<file path="src/rtl/evt_timer_pkg.sv">
package evt_timer_pkg;

  localparam int WINDOW_BYTES = 1024;
  localparam int ADDR_W       = $clog2(WINDOW_BYTES);
  localparam int MIN_TIMERS   = 3;
  localparam int MAX_TIMERS   = 32;
  localparam int CHAN_W       = $clog2(MAX_TIMERS);
  localparam int GROUP_BYTES  = 32;
  localparam int GROUP_SHIFT  = $clog2(GROUP_BYTES);
  localparam int REG_W        = GROUP_SHIFT - 2;
  localparam int IDX_W        = ADDR_W - GROUP_SHIFT;

  localparam logic [ADDR_W-1:0] OFF_CAP_LO = 10'h000;
  localparam logic [ADDR_W-1:0] OFF_CAP_HI = 10'h004;
  localparam logic [ADDR_W-1:0] OFF_CFG    = 10'h010;
  localparam logic [ADDR_W-1:0] OFF_STATUS = 10'h020;
  localparam logic [ADDR_W-1:0] OFF_CNT_LO = 10'h0F0;
  localparam logic [ADDR_W-1:0] OFF_CNT_HI = 10'h0F4;
  localparam logic [ADDR_W-1:0] CHAN_BASE  = 10'h100;

  localparam logic [31:0] CAP_BASE = 32'h8086_A001;
  localparam int          CAP_COUNT_LSB = 8;

  typedef enum logic [2:0] {
    RS_ZERO,
    RS_CAP_LO,
    RS_CAP_HI,
    RS_CFG,
    RS_STATUS,
    RS_CNT_LO,
    RS_CNT_HI,
    RS_CHAN
  } rd_sel_e;

  typedef struct packed {
    logic                cfgWr;
    logic                cntLoWr;
    logic                cntHiWr;
    logic                statusWr;
    logic                chanWr;
    logic [CHAN_W-1:0]   chanSel;
    logic [REG_W-1:0]    chanReg;
    rd_sel_e             rdSel;
  } reg_strobe_t;

  function automatic int clampTimers(input int n);
    if (n < MIN_TIMERS) return MIN_TIMERS;
    if (n > MAX_TIMERS) return MAX_TIMERS;
    return n;
  endfunction

endpackage

</file>
<file path="src/rtl/evt_reg_decode.sv">
module evt_reg_decode
  import evt_timer_pkg::*;
#(
  parameter int NUM_T = 4
) (
  input  logic              clk,
  input  logic              rstN,
  input  logic [ADDR_W-1:0] busAddr,
  input  logic              busWr,
  output reg_strobe_t       stb
);

  logic              aligned;
  logic              inChanRegion;
  logic [ADDR_W-1:0] chanOff;
  logic [IDX_W-1:0]  chanIdx;
  logic              chanValid;

  assign aligned      = (busAddr[1:0] == 2'b00);
  assign inChanRegion = (busAddr >= CHAN_BASE);
  assign chanOff      = busAddr - CHAN_BASE;
  assign chanIdx      = chanOff[ADDR_W-1:GROUP_SHIFT];
  assign chanValid    = inChanRegion && (int'(chanIdx) < NUM_T);

  always_comb begin
    stb          = '0;
    stb.rdSel    = RS_ZERO;
    stb.chanSel  = CHAN_W'(chanIdx);
    stb.chanReg  = chanOff[GROUP_SHIFT-1:2];
    if (aligned) begin
      if (inChanRegion) begin
        if (chanValid) begin
          stb.rdSel  = RS_CHAN;
          stb.chanWr = busWr;
        end
      end else begin
        unique case (busAddr)
          OFF_CAP_LO: stb.rdSel = RS_CAP_LO;
          OFF_CAP_HI: stb.rdSel = RS_CAP_HI;
          OFF_CFG: begin
            stb.rdSel = RS_CFG;
            stb.cfgWr = busWr;
          end
          OFF_STATUS: begin
            stb.rdSel    = RS_STATUS;
            stb.statusWr = busWr;
          end
          OFF_CNT_LO: begin
            stb.rdSel   = RS_CNT_LO;
            stb.cntLoWr = busWr;
          end
          OFF_CNT_HI: begin
            stb.rdSel   = RS_CNT_HI;
            stb.cntHiWr = busWr;
          end
          default: stb.rdSel = RS_ZERO;
        endcase
      end
    end
  end

  // a channel strobe never addresses a channel beyond the clamped count
  assert_chan_range_R9: assert property (@(posedge clk) disable iff (!rstN)
    stb.chanWr |-> (int'(stb.chanSel) < NUM_T));

  // misaligned bus cycles raise no write strobe of any kind
  assert_no_misaligned_R11: assert property (@(posedge clk) disable iff (!rstN)
    (busWr && busAddr[1:0] != 2'b00) |->
      !(stb.cfgWr || stb.cntLoWr || stb.cntHiWr || stb.statusWr || stb.chanWr));

  // at most one write target per cycle
  assert_one_target_R10: assert property (@(posedge clk) disable iff (!rstN)
    $onehot0({stb.cfgWr, stb.cntLoWr, stb.cntHiWr, stb.statusWr, stb.chanWr}));

endmodule

</file>
<file path="src/rtl/evt_reg_datapath.sv">
module evt_reg_datapath
  import evt_timer_pkg::*;
#(
  parameter int          NUM_T          = 4,
  parameter logic [31:0] TICK_PERIOD_FS = 32'd10_000_000
) (
  input  logic              clk,
  input  logic              rstN,
  input  logic              tickEn,
  input  logic              busRd,
  input  logic [31:0]       busWdata,
  input  reg_strobe_t       stb,
  input  logic [31:0]       chanRdData,
  input  logic [31:0]       statusRdData,
  output logic [31:0]       busRdata,
  output logic [CHAN_W-1:0] chanSel,
  output logic [REG_W-1:0]  chanReg,
  output logic              chanWrEn,
  output logic              statusWrEn,
  output logic              globalEn,
  output logic              legacyMode,
  output logic              armAll,
  output logic              disarmAll,
  output logic [63:0]       counterValue
);

  localparam logic [31:0] CAP_LO_WORD =
    CAP_BASE | (32'(NUM_T - 1) << CAP_COUNT_LSB);

  logic        cfgEn;
  logic        cfgLeg;
  logic [63:0] count;
  logic [31:0] rdMux;

  always_ff @(posedge clk) begin
    if (!rstN) begin
      cfgEn  <= 1'b0;
      cfgLeg <= 1'b0;
    end else if (stb.cfgWr) begin
      cfgEn  <= busWdata[0];
      cfgLeg <= busWdata[1];
    end
  end

  always_ff @(posedge clk) begin
    if (!rstN) begin
      count <= '0;
    end else if (stb.cntLoWr) begin
      count[31:0] <= busWdata;
    end else if (stb.cntHiWr) begin
      count[63:32] <= busWdata;
    end else if (cfgEn && tickEn) begin
      count <= count + 64'd1;
    end
  end

  always_comb begin
    unique case (stb.rdSel)
      RS_CAP_LO: rdMux = CAP_LO_WORD;
      RS_CAP_HI: rdMux = TICK_PERIOD_FS;
      RS_CFG:    rdMux = {30'd0, cfgLeg, cfgEn};
      RS_STATUS: rdMux = statusRdData;
      RS_CNT_LO: rdMux = count[31:0];
      RS_CNT_HI: rdMux = count[63:32];
      RS_CHAN:   rdMux = chanRdData;
      default:   rdMux = '0;
    endcase
  end

  assign busRdata     = busRd ? rdMux : 32'd0;
  assign chanSel      = stb.chanSel;
  assign chanReg      = stb.chanReg;
  assign chanWrEn     = stb.chanWr;
  assign statusWrEn   = stb.statusWr;
  assign globalEn     = cfgEn;
  assign legacyMode   = cfgLeg;
  assign armAll       = stb.cfgWr && busWdata[0] && !cfgEn;
  assign disarmAll    = stb.cfgWr && !busWdata[0] && cfgEn;
  assign counterValue = count;

  // one tick while enabled advances the counter by exactly one
  assert_incr_R4: assert property (@(posedge clk) disable iff (!rstN)
    (cfgEn && tickEn && !stb.cntLoWr && !stb.cntHiWr)
      |=> (count == $past(count) + 64'd1));

  // with the enable clear and no load, the counter holds
  assert_freeze_R5: assert property (@(posedge clk) disable iff (!rstN)
    (!cfgEn && !stb.cntLoWr && !stb.cntHiWr) |=> $stable(count));

  // a low-half load wins over a coincident tick
  assert_load_wins_R6: assert property (@(posedge clk) disable iff (!rstN)
    stb.cntLoWr |=> (count[31:0] == $past(busWdata)));

  // an arm pulse leaves the counter enabled, a disarm pulse leaves it halted
  assert_arm_sets_R7: assert property (@(posedge clk) disable iff (!rstN)
    armAll |=> cfgEn);
  assert_disarm_clears_R7: assert property (@(posedge clk) disable iff (!rstN)
    disarmAll |=> !cfgEn);

  // configuration changes only through its own write strobe
  assert_cfg_hold_R3: assert property (@(posedge clk) disable iff (!rstN)
    !stb.cfgWr |=> ($stable(cfgEn) && $stable(cfgLeg)));

endmodule

</file>
<file path="src/rtl/evt_timer_regs.sv">
module evt_timer_regs
  import evt_timer_pkg::*;
#(
  parameter int          NUM_TIMERS     = 4,
  parameter logic [31:0] TICK_PERIOD_FS = 32'd10_000_000
) (
  input  logic        clk,
  input  logic        rstN,
  input  logic        tickEn,
  input  logic [9:0]  busAddr,
  input  logic        busWr,
  input  logic        busRd,
  input  logic [31:0] busWdata,
  output logic [31:0] busRdata,
  input  logic [31:0] chanRdData,
  input  logic [31:0] statusRdData,
  output logic [4:0]  chanSel,
  output logic [2:0]  chanReg,
  output logic        chanWrEn,
  output logic        statusWrEn,
  output logic        globalEn,
  output logic        legacyMode,
  output logic        armAll,
  output logic        disarmAll,
  output logic [63:0] counterValue
);

  localparam int NUM_T = clampTimers(NUM_TIMERS);

  reg_strobe_t stb;

  evt_reg_decode #(
    .NUM_T(NUM_T)
  ) i_decode (
    .clk     (clk),
    .rstN    (rstN),
    .busAddr (busAddr),
    .busWr   (busWr),
    .stb     (stb)
  );

  evt_reg_datapath #(
    .NUM_T          (NUM_T),
    .TICK_PERIOD_FS (TICK_PERIOD_FS)
  ) i_datapath (
    .clk          (clk),
    .rstN         (rstN),
    .tickEn       (tickEn),
    .busRd        (busRd),
    .busWdata     (busWdata),
    .stb          (stb),
    .chanRdData   (chanRdData),
    .statusRdData (statusRdData),
    .busRdata     (busRdata),
    .chanSel      (chanSel),
    .chanReg      (chanReg),
    .chanWrEn     (chanWrEn),
    .statusWrEn   (statusWrEn),
    .globalEn     (globalEn),
    .legacyMode   (legacyMode),
    .armAll       (armAll),
    .disarmAll    (disarmAll),
    .counterValue (counterValue)
  );

endmodule

</file>
<file path="config.mk">
export PLATFORM = sky130hd
export DESIGN_NAME = evt_timer_regs
export DESIGN_NICKNAME = d
export VERILOG_FILES = /design/src/rtl/evt_timer_pkg.sv /design/src/rtl/evt_reg_decode.sv /design/src/rtl/evt_reg_datapath.sv /design/src/rtl/evt_timer_regs.sv
export SDC_FILE = /design/constraint.sdc
export NUM_CORES = 1
export LEC_CHECK = 0
export BUFFER_PORTS_ARGS = -buffer_cell sky130_fd_sc_hd__buf_4
export CORE_UTILIZATION = 37
export DETAILED_ROUTE_END_ITERATION = 8
export HOLD_SLACK_MARGIN = 0.05
export PLACE_DENSITY = 0.63
export SETUP_SLACK_MARGIN = 0.3
export SLEW_MARGIN = 30
export SYNTH_ARGS = -nofsm -noshare
export SYNTH_HDL_FRONTEND = slang
export SYNTH_SLANG_ARGS = --single-unit
</file>
<file path="constraint.sdc">
create_clock -name clk -period 10.8 [get_ports clk]
set_clock_uncertainty 0.05 [all_clocks]
set_input_delay 3.24 -clock clk [delete_from_list [all_inputs] [get_ports clk]]
set_output_delay 3.24 -clock clk [all_outputs]
set_load 0.02 [all_outputs]
</file>
Word-level counts from Yosys, hierarchy flattened:

Cells that the tools add are included.

* logic and storage cells: 54
* bits of input ports: 111
* output and inout port bits: 110
* register bits: 66

* order comparisons: 2
* equality and inequality tests: 13
* bitwise operators: 1
* muxes and demuxes: 18
* add/sub/neg operators: 2
* reductions and logical operators: 14

Operators with widths (number)
* case mux 32 bit (7 select lines): 1
* 2-to-1 mux 32 bit: 4
* adder 64 x 1 -> 64 bit, second input constant: 1
* 2-to-1 mux 64 bit: 1
* equality test 10 x 8 -> 1 bit, second input constant: 2
* case mux 3 bit (6 select lines): 1
* equality test 3 bit, second input constant: 4
* equality test 10 x 3 -> 1 bit, second input constant: 1
* equality test 10 x 5 -> 1 bit, second input constant: 1
* equality test 10 x 6 -> 1 bit, second input constant: 1
* >= comparator 10 x 9 -> 1 bit, second input constant: 1
* logical NOT 10 bit: 1
* subtractor 10 x 9 -> 10 bit, second input constant: 1
* 2-to-1 mux 3 bit: 3
* equality test 3 x 2 -> 1 bit, second input constant: 2
* logical AND 1 bit: 6
* 2-to-1 mux 1 bit: 6
* < comparator 5 x 3 -> 1 bit, second input constant: 1
* 2-to-1 mux 5 bit: 1
* 2-to-1 mux 4 bit: 1
* AND reduction 2 bit: 2
* nonzero test 2 bit: 2
* equality test 3 x 1 -> 1 bit, second input constant: 1
* logical NOT 1 bit: 2
* 3 further kinds: 3

Depth between registers and ports, before layout:

Gate-level depths: netlist of run 1.

* depth after elaboration: 9
* mapped depth: 11
* mapped depth without buffers: 8

Hierarchy:

A second synthesis of run 1 with hierarchy kept.

* cell total of the unflattened synthesis: 798
* area total of the unflattened synthesis: 5671.7 um^2

Modules (own cells, without submodules)
* evt_reg_datapath: cells each 757, area each 5401.4 um^2, instances 1, seq. area each 1321.3 um^2
* evt_reg_decode: cells each 41, area each 270.3 um^2, instances 1, seq. area each 0.0 um^2

Worst setup path before layout of run 1:

OpenSTA, ideal clock, no wires.

* path type: input -> output
* start: in busAddr[8]
* end: out busRdata[20]
* stages on the path: 9
* slack: 2.333 ns
* buffers on the path: 3
* data arrival time: 5.177 ns
* required time: 7.510 ns
* path through: inv_1 ha_1 nor4b_4 buf_6 a31oi_1 or4b_1 clkbuf_2 buf_6 a31oi_1

* longest elaborated chain between the ends: 9
* elaborated cells on any way between the ends: 23
* those cells by class: add/sub: 1; order compare: 2; eq/ne: 12; mux: 6; reduce/logical: 2

Ends and longest elaborated chain
* from (decl): line evt_timer_regs.sv:10 `input logic [9:0] busAddr,`
* subtractor 10 x 9 -> 10 bit: line evt_reg_decode.sv:21 `assign chanOff = busAddr - CHAN_BASE;`
* < comparator 5 x 3 -> 1 bit: line evt_reg_decode.sv:23 `assign chanValid = inChanRegion && (int'(chanIdx) < NUM_T);`
* logical AND 1 bit: line evt_reg_decode.sv:23
* 2-to-1 mux 3 bit: line evt_reg_decode.sv:32 `if (chanValid) begin`
* 2-to-1 mux 3 bit (*): line evt_reg_decode.sv:31 `if (inChanRegion) begin`
* 2-to-1 mux 3 bit (*): line evt_reg_decode.sv:30 `if (aligned) begin`
* equality test 3 bit (tied with other cells): line evt_reg_datapath.sv:58 `unique case (stb.rdSel)`
* case mux 32 bit (7 select lines) (*): line evt_reg_datapath.sv:58
* 2-to-1 mux 32 bit (*): line evt_reg_datapath.sv:70 `assign busRdata = busRd ? rdMux : 32'd0;`
* to (decl): line evt_timer_regs.sv:14 `output logic [31:0] busRdata,`

Mark *: on every way between the ends. The rest lies on a longest branch, timed or not.

Worst setup path after layout of run 1:

* start: in busAddr[8]
* end: out busRdata[10]

The elaborated chain is that of the path after synthesis.

==> results.json, run 1 <==
{
  "slew_violations": 0,
  "p_leak_nw": 2.62,
  "die-area_mm2": 0.0146,
  "syn_area_per_cell_um2": 7.64,
  "vias_per_cell": 6.02,
  "hold_violations": 0,
  "yosysWarnings": 0,
  "clk_latency_ns": 0.33,
  "nets": 983,
  "yosysSeqAreaShare_pct": 25.3,
  "placed_cells": 1036,
  "wl_per_cell_um": 21.2,
  "synth_area_mm2": 0.00521,
  "die_h_um": 121,
  "cts.sinks": 66,
  "ys_seq_elements": 66,
  "cts_tree": "built",
  "routed_wirelength_um": 22300,
  "worst_setup_path_start_kind": "primary input",
  "irDropWorstVdd_uv": 81.9,
  "place_ws_ns": 1.48,
  "firstDrtPassIters": 7,
  "fin_cells": 1053,
  "relSlewSlack_pct": 33.2,
  "synthTopCellsByArea": "dfxtp_1 25%, a21oi_1 6.7%, o21ai_0 5.8%",
  "cts_hold_buf": 0,
  "grt-ovfl-total": 0,
  "cts_root_buf": "clkbuf_16",
  "grt_max_degree": 57,
  "ys_types": 67,
  "post-route-worst-setup-slack_ns": 1.79,
  "synthFlopType": "dfxtp_1",
  "cts_setup_buffers": 0,
  "netlist_instances": 682,
  "critPathRequiredTime_ns": 7.51,
  "place_congestion": 0.929,
  "timing.final.crit_period_ns": 9.01,
  "cts_made_buffers": 9,
  "synth_edf_count": 0,
  "first_iter_violations": 600,
  "rows": 43,
  "synth_top_cell_by_area": "dfxtp_1",
  "maxCapViolCount": 0,
  "cp_max_fo": 14,
  "antennaDiodeCount": 0,
  "fmax_ghz": 0.111,
  "areaGrowthSynthToFinish_pct": 37.3,
  "cts_resized": 0,
  "clk_pin_slew_ns": 0.05,
  "fin_tns_setup_ns": 0,
  "die_w_um": 121,
  "arrival_ns": 5.72,
  "power.density_mw_per_mm2": 82.8,
  "drive_above_1_share_pct": 32.2,
  "grt_pass1_vias": 5605,
  "antenna_found_initial": 0,
  "tightestPinTransition_ns": 0.993,
  "synth_nets": 797,
  "synth_top_area_share_pct": 25.3,
  "end_kind": "output pin",
  "htree_num_levels": 3,
  "whs_ns": 0.523,
  "grt_pass1_wl_um": 32700,
  "core_mm2": 0.0138,
  "worstSetupPathType": "primary input to output pin",
  "fin_crit_sh_pct": 83.5,
  "holdCritPathClass": "flip-flop to flip-flop",
  "ant_nets": 0,
  "drc_errors": 0,
  "rsz0062_at_grt": "false",
  "start_util_pct": 37.7,
  "vias": 6340,
  "setup_viol": 0,
  "status": "finished, final reports clean",
  "hpwl_um": 17500,
  "port_buffers": 220,
  "synthArstFlopShare_pct": 0,
  "ios": 221,
  "grt_use_total_pct": 29.6,
  "cts_max_path_buffers": 2
}
==> metal layers <==
metal | up-vias | part of all wire (%) | routed length (um) | GRT usage, %
met2 | 369 | 46 | 10300 | 47.6
met3 | 28 | 10 | 2250 | 4.10
met4 | 0 | 1.4 | 307 | 7.10
li1 | 2944 | - | - | -
met1 | 2999 | 43 | 9510 | 41.5
met5 | - | 0 | 0 | 0
==> cell usage after synthesis (5+ instances only) <==
| cell type | n |
|---|---|
| and3_1 | 7 |
| nor3b_1 | 5 |
| a31oi_1 | 19 |
| and4_1 | 7 |
| xnor2_1 | 32 |
| nand4_1 | 28 |
| mux2i_1 | 6 |
| nor3_1 | 24 |
| a22o_1 | 17 |
| a21oi_1 | 70 |
| a22oi_1 | 31 |
| nand3_1 | 33 |
| nor2_1 | 37 |
| o21ai_0 | 60 |
| nor4_4 | 5 |
| nor4_1 | 8 |
| buf_4 | 9 |
| dfxtp_1 | 66 |
| nand2_1 | 69 |
| buf_2 | 7 |
| clkbuf_1 | 29 |
| o211ai_1 | 7 |
| inv_1 | 11 |
| xor2_1 | 16 |
| buf_6 | 6 |
==> stage by stage <==
stage,total power (W),area [um^2],util [%]
after global routing,0.000610,7160,51.8
final,0.000593,7160,51.8
after floorplan,0.000273,5210,-
after CTS,0.000593,7150,51.7
after detailed placement,0.000317,6870,49.7
after global placement,0.000316,6860,49.6
==> state kept, by name, summed over array words and instances, names as in the netlist <==
signal and flops:
i_datapath.counterValue 64, i_datapath.globalEn 1, i_datapath.legacyMode 1
==> layout make-up <==
cell class	count	area [um^2]
clock inverter	2	10.0
clock buffer	14	274
fill	1355	6670
timing repair buffer	228	1710
multi-input combinational	552	3580
sequential	66	1320
tap	180	225
inverter	11	41.3
==> layout by cell type (no fill, tap or decap), types with 4 or more instances in the layout <==
cell type	n
ha_1	4
a22oi_1	31
nor4_1	8
buf_4	227
and4_1	7
dfxtp_1	66
nand4_1	28
mux2i_1	6
a22o_1	17
o21ai_0	60
o211ai_1	7
a31oi_1	19
and2_1	4
xnor2_1	32
inv_1	11
a21oi_1	70
nor3b_1	4
nor2_1	36
nand3_1	33
nor3_1	24
nor4_4	5
clkbuf_16	9
and3_1	7
nor4_2	4
or4_1	4
nand2_1	68
xor2_1	16
==> power by group <==
| part | internal [W] | total [W] | switching (W) |
|---|---|---|---|
| clock network | 0.000174 | 0.000281 | 0.000107 |
| logic | 0.0000345 | 0.0000657 | 0.0000313 |
| registers | 0.000244 | 0.000246 | 0.00000208 |
| total | 0.000452 | 0.000593 | 0.000140 |
==> path summary, 6_finish.rpt <==
check / startpoint / endpoint / slack (ns) / depth (start not counted)
setup / recovery: busAddr[8] / busRdata[10] / 1.79 / 10
hold / removal: i_datapath.legacyMode$_SDFFE_PN0P_ / i_datapath.legacyMode$_SDFFE_PN0P_ / 0.52 / 2
setup reg to reg: i_datapath.counterValue[0]$_SDFFE_PN0P_ / i_datapath.counterValue[42]$_SDFFE_PN0P_ / 8.19 / 7
hold reg to reg: i_datapath.legacyMode$_SDFFE_PN0P_ / i_datapath.legacyMode$_SDFFE_PN0P_ / 0.52 / 2
==> kinds of logic after synthesis <==
kind of cell	share of synthesized area, %
compound gates	27.6
xor+xnor	8.07
fa+ha+maj	1.15
buf+inv	6.31
flops	25.3
mux	1.58
simple gates	29.9
==> worst max-delay path, stage by stage <==
cell      delay, ns
buf_4          0.12
inv_1          0.10
ha_1           0.16
nor4b_4        0.17
buf_4          0.25
o211ai_1       0.28
nor4_1         0.90
nand2_1        0.12
a31oi_1        0.22
buf_4          0.18
No activity file was read; power rests on OpenSTA's default activity.
==> inputs of run 2 (changes only) <==
clock period = 9.28 ns   (was 10.8 ns; I/O delays follow)
==> run 2 against run 1 <==
Flip-flop and latch count stayed put; core utilization is 0.072 points higher; sequential share of layout area hardly changed; critical path type unchanged; critical endpoint is now busRdata[0].
==> results.json, run 2 (synthesis results as in run 1) <==
{
  "cts_resized": 0,
  "tightestPinTransition_ns": 0.844,
  "holdCritPathClass": "flip-flop to flip-flop",
  "wl_per_cell_um": 21.6,
  "switching_share_pct": 24.3,
  "cts_tree": "built",
  "status": "finished, final reports clean",
  "cts.sinks": 66,
  "drc_errors": 0,
  "antennaDiodeCount": 0,
  "maxCapViolCount": 0,
  "hpwl_um": 17700,
  "die_w_um": 121,
  "setup_viol": 0,
  "worst_setup_path_start_kind": "primary input",
  "clk_latency_ns": 0.33,
  "power.density_mw_per_mm2": 97.0,
  "core_mm2": 0.0138,
  "die-area_mm2": 0.0146,
  "arrival_ns": 5.24,
  "largest_reg_flops": 64,
  "clk_pin_slew_ns": 0.06,
  "top_layer": "met4",
  "place_congestion": 0.964,
  "met3_wirelength_um": 2220,
  "wl_met1_um": 9970,
  "p_clk_share_pct": 47.8,
  "relSlewSlack_pct": 43.4,
  "p_switching_w": 0.000169,
  "fin_tns_setup_ns": 0,
  "grt_max_degree": 57,
  "cp_max_fo": 32,
  "cts_root_buf": "clkbuf_16",
  "pwr-share-seq_pct": 41.2,
  "nFillCells": 1402,
  "met2WireLength_um": 10200,
  "r2r_start": "i_datapath.counterValue[0]$_SDFFE_PN0P_",
  "cts_setup_buffers": 0,
  "firstDrtPassIters": 5,
  "first_iter_violations": 581,
  "irDropWorstVdd_uv": 63.7,
  "cp_slowest_stage_delay_ns": 0.97,
  "die_h_um": 121,
  "hp-start": "i_datapath.legacyMode$_SDFFE_PN0P_",
  "end_kind": "output pin",
  "pwr-share-comb_pct": 11.0,
  "crit_path_start": "busAddr[8]",
  "layout_commonest_cell": "buf_4",
  "grt_pass1_vias": 5946,
  "slowest_stage": "or4b_2",
  "timing.final.crit_period_ns": 8.08,
  "vias": 6287,
  "grt-ovfl-total": 0,
  "areaGrowthSynthToFinish_pct": 37.5,
  "nets": 985,
  "hold_violations": 0,
  "p_int_w": 0.000527,
  "rows": 43,
  "routed_wirelength_um": 22700,
  "cts_max_path_buffers": 2,
  "grt_pass1_wl_um": 34000,
  "drive_above_1_share_pct": 32.2,
  "antenna_found_initial": 0,
  "placed_cells": 1039,
  "cts_hold_buf": 0,
  "crit_chain": "buf_4 -> inv_1 -> ha_1 -> nor4b_4 -> buf_4 -> a31oi_1 -> or4b_2 -> a31oi_1 -> buf_4",
  "ant_nets": 0,
  "path_common_cell": "buf_4",
  "p_leak_nw": 2.63,
  "fmax_ghz": 0.124,
  "slew_violations": 0,
  "fin_crit_sh_pct": 87.0,
  "port_buffers": 220,
  "fin_cells": 1055,
  "rsz0062_at_grt": "false",
  "grt_use_total_pct": 30.6,
  "critPathRequiredTime_ns": 6.45,
  "mostFrequentLayoutCells": "230 x buf_4, 70 x a21oi_1, 69 x nand2_1",
  "cts_made_buffers": 9,
  "vias_per_cell": 5.96,
  "worstSetupPathType": "primary input to output pin",
  "ios": 221,
  "htree_num_levels": 3,
  "start_util_pct": 37.7
}
[run 2: power by group through the flow]
stage	Sequential [W]	Combinational, W	Clock (W)
after global routing	0.000287	0.0000815	0.000347
final	0.000287	0.0000766	0.000332
after floorplan	0.000293	0.0000253	0
after CTS	0.000287	0.0000760	0.000334
after global placement	0.000293	0.0000751	0
after detailed placement	0.000293	0.0000757	0
[run 2: final timing paths]
path / to / slack, ns / cells past startpoint
hold reg to reg: i_datapath.legacyMode$_SDFFE_PN0P_ / 0.53 / 2
setup reg to reg: i_datapath.counterValue[42]$_SDFFE_PN0P_ / 6.69 / 7
hold / removal: i_datapath.legacyMode$_SDFFE_PN0P_ / 0.53 / 2
setup / recovery: busRdata[0] / 1.20 / 9
[run 2: layout make-up]
type,count,area [um^2],share of cell area [%]
Multi-Input combinational cell,552,3570,49.8
Sequential cell,66,1320,18.4
Timing Repair Buffer,230,1730,24.1
Tap cell,180,225,3.14
Inverter,11,41.3,0.576
Clock buffer,14,274,3.82
Clock inverter,2,10.0,0.140
[run 2: critical path: cells and delay by family]
| kind | cells | cell delay, ns |
|---|---|---|
| buffers and inverters | 4 | 0.66 |
| adder cells (fa/ha/maj) | 1 | 0.16 |
| AO/OA/AOI/OAI | 2 | 0.49 |
| AND/OR/NAND/NOR | 2 | 1.14 |
[run 2: stage by stage]
stage          utilization [%]  power (W)  hold slack, ns  instance area (um^2)  setup slack (ns)
2_1_floorplan                -   0.000318           0.536                  5210              1.72
3_3_place_gp              49.8   0.000368           0.507                  6880              1.22
3_5_place_dp              49.8   0.000369           0.542                  6880              1.17
4_1_cts                   51.8   0.000696           0.548                  7170              1.17
5_1_grt                   51.8   0.000715           0.567                  7170              1.11
6_report                  51.8   0.000695           0.534                  7170              1.20
[run 2: routing by layer]
| layer | track usage (%) | vias up |
|---|---|---|
| li1 | - | 2961 |
| met2 | 48.0 | 337 |
| met3 | 5.14 | 21 |
| met1 | 43.4 | 2968 |
| met4 | 7.56 | 0 |
| met5 | 0 | - |
==> inputs of run 3 (changes only) <==
BUFFER_PORTS_ARGS = -buffer_cell sky130_fd_sc_hd__buf_2   (was -buffer_cell sky130_fd_sc_hd__buf_4)
==> run 3 against run 2 <==
Die area is the same; global-route usage down 1.3 points; clock power rose by 2%; wire length shrank 4.4%; count of clock-buffer cells in the layout fell by 4; cell area decreased by 7.6%.
==> results.json, run 3 (synthesis results as in run 1) <==
{
  "htree_num_levels": 3,
  "status": "finished, final reports clean",
  "cts_resized": 0,
  "nets": 985,
  "cts_max_path_buffers": 2,
  "firstDrtPassIters": 5,
  "largest_reg_flops": 64,
  "arrival_ns": 5.13,
  "slew_violations": 0,
  "r2r_cells": 7,
  "rsz0062_at_grt": "false",
  "grt_max_degree": 57,
  "crit_chain": "buf_2 -> inv_1 -> ha_1 -> nor4b_4 -> buf_4 -> a31oi_1 -> or4b_2 -> a31oi_1 -> buf_2",
  "first_iter_violations": 634,
  "hold_violations": 0,
  "cp_max_fo": 32,
  "tightestPinTransition_ns": 0.893,
  "cts_made_buffers": 9,
  "end_kind": "output pin",
  "start_util_pct": 37.7,
  "r2r_start": "i_datapath.counterValue[0]$_SDFFE_PN0P_",
  "drc_errors": 0,
  "min_path_cells": 2,
  "grt_pass1_wl_um": 32500,
  "cp_slowest_stage_delay_ns": 0.97,
  "crit_family": "simple AND/OR/NAND/NOR gates",
  "clk_pin_slew_ns": 0.06,
  "worst_setup_path_start_kind": "primary input",
  "fin_crit_sh_pct": 85.9,
  "critPathRequiredTime_ns": 6.45,
  "clk_latency_ns": 0.34,
  "cts_root_buf": "clkbuf_16",
  "die_h_um": 121,
  "ios": 221,
  "maxCapViolCount": 0,
  "vias": 6269,
  "worstSetupPathType": "primary input to output pin",
  "holdCritPathClass": "flip-flop to flip-flop",
  "timing.final.crit_period_ns": 7.97,
  "whs_ns": 0.511,
  "grt_pass1_vias": 5724,
  "p_leak_nw": 2.54,
  "power.density_mw_per_mm2": 103,
  "core_mm2": 0.0138,
  "fin_tns_setup_ns": 0,
  "hp-start": "i_datapath.legacyMode$_SDFFE_PN0P_",
  "routed_wirelength_um": 21700,
  "fmax_ghz": 0.125,
  "place_congestion": 0.947,
  "antenna_found_initial": 0,
  "vias_per_cell": 5.94,
  "layout_commonest_cell": "buf_2",
  "cts_setup_buffers": 0,
  "grt-ovfl-total": 0,
  "rows": 43,
  "crit_buf_inv": 4,
  "wl_per_cell_um": 20.6,
  "relSlewSlack_pct": 40.3,
  "worstSetupPathDepth": 9,
  "hpwl_um": 16700,
  "crit_path_start": "busAddr[8]",
  "cts_tree": "built",
  "cts.sinks": 66,
  "grt_use_total_pct": 29.3,
  "mostFrequentLayoutCells": "220 x buf_2, 70 x a21oi_1, 69 x nand2_1",
  "die-area_mm2": 0.0146,
  "ant_nets": 0,
  "die_w_um": 121,
  "port_buffers": 220,
  "setup_viol": 0,
  "areaGrowthSynthToFinish_pct": 27.0,
  "irDropWorstVdd_uv": 88.5,
  "antennaDiodeCount": 0,
  "drive_above_1_share_pct": 32.3,
  "nFillCells": 1426,
  "slowest_stage": "or4b_2",
  "cts_hold_buf": 0
}
-- run 3: report_power, final --
part           leakage [nW]  switching, W  total (W)  internal (W)
registers             0.531    0.00000233   0.000287      0.000284
clock network         0.142      0.000131   0.000337      0.000206
logic                  1.87     0.0000359  0.0000615     0.0000256
total                  2.54      0.000169   0.000685      0.000516
-- run 3: layout make-up --
| cell class | instances | area (um^2) | area share, % |
|---|---|---|---|
| repair buffers | 230 | 1180 | 17.8 |
| flip-flops and latches | 66 | 1320 | 20.0 |
| multi-input cells | 552 | 3570 | 53.9 |
| well taps | 180 | 225 | 3.40 |
| inverters | 11 | 41.3 | 0.624 |
| clock buffers | 10 | 229 | 3.46 |
| clock inverters | 6 | 57.6 | 0.869 |
-- run 3: stage by stage --
step,power [W],util [%],instances,setup slack [ns],area (um^2)
after floorplan,0.000318,-,682,1.72,5210
after global placement,0.000353,45.8,1039,1.32,6330
after detailed placement,0.000353,45.8,1039,1.24,6330
after CTS,0.000686,47.9,1055,1.25,6620
after global routing,0.000702,47.9,1055,1.14,6620
final,0.000685,47.9,1055,1.31,6620
-- run 3: worst paths after layout --
path / end / slack, ns
hold / removal: i_datapath.legacyMode$_SDFFE_PN0P_ / 0.51
setup reg to reg: i_datapath.counterValue[42]$_SDFFE_PN0P_ / 6.56
hold reg to reg: i_datapath.legacyMode$_SDFFE_PN0P_ / 0.51
setup / recovery: busRdata[31] / 1.31
-- run 3: worst reg2reg max path: stages, from the launching register on --
cell and delay, ns:
dfxtp_1 0.57, ha_1 0.39, and3_1 0.24, and4_1 0.37, nand4_4 0.22, or4_1 0.56, nand3_1 0.10, a21oi_1 0.08
-- run 3: metal layers --
layer | wire length (um) | share of wire, % | up-vias | track usage, %
met5 | 0 | 0 | - | 0
li1 | - | - | 2956 | -
met2 | 9980 | 46 | 347 | 47.0
met3 | 1970 | 9.0 | 24 | 5.80
met1 | 9510 | 44 | 2942 | 40.1
met4 | 269 | 1.2 | 0 | 7.33
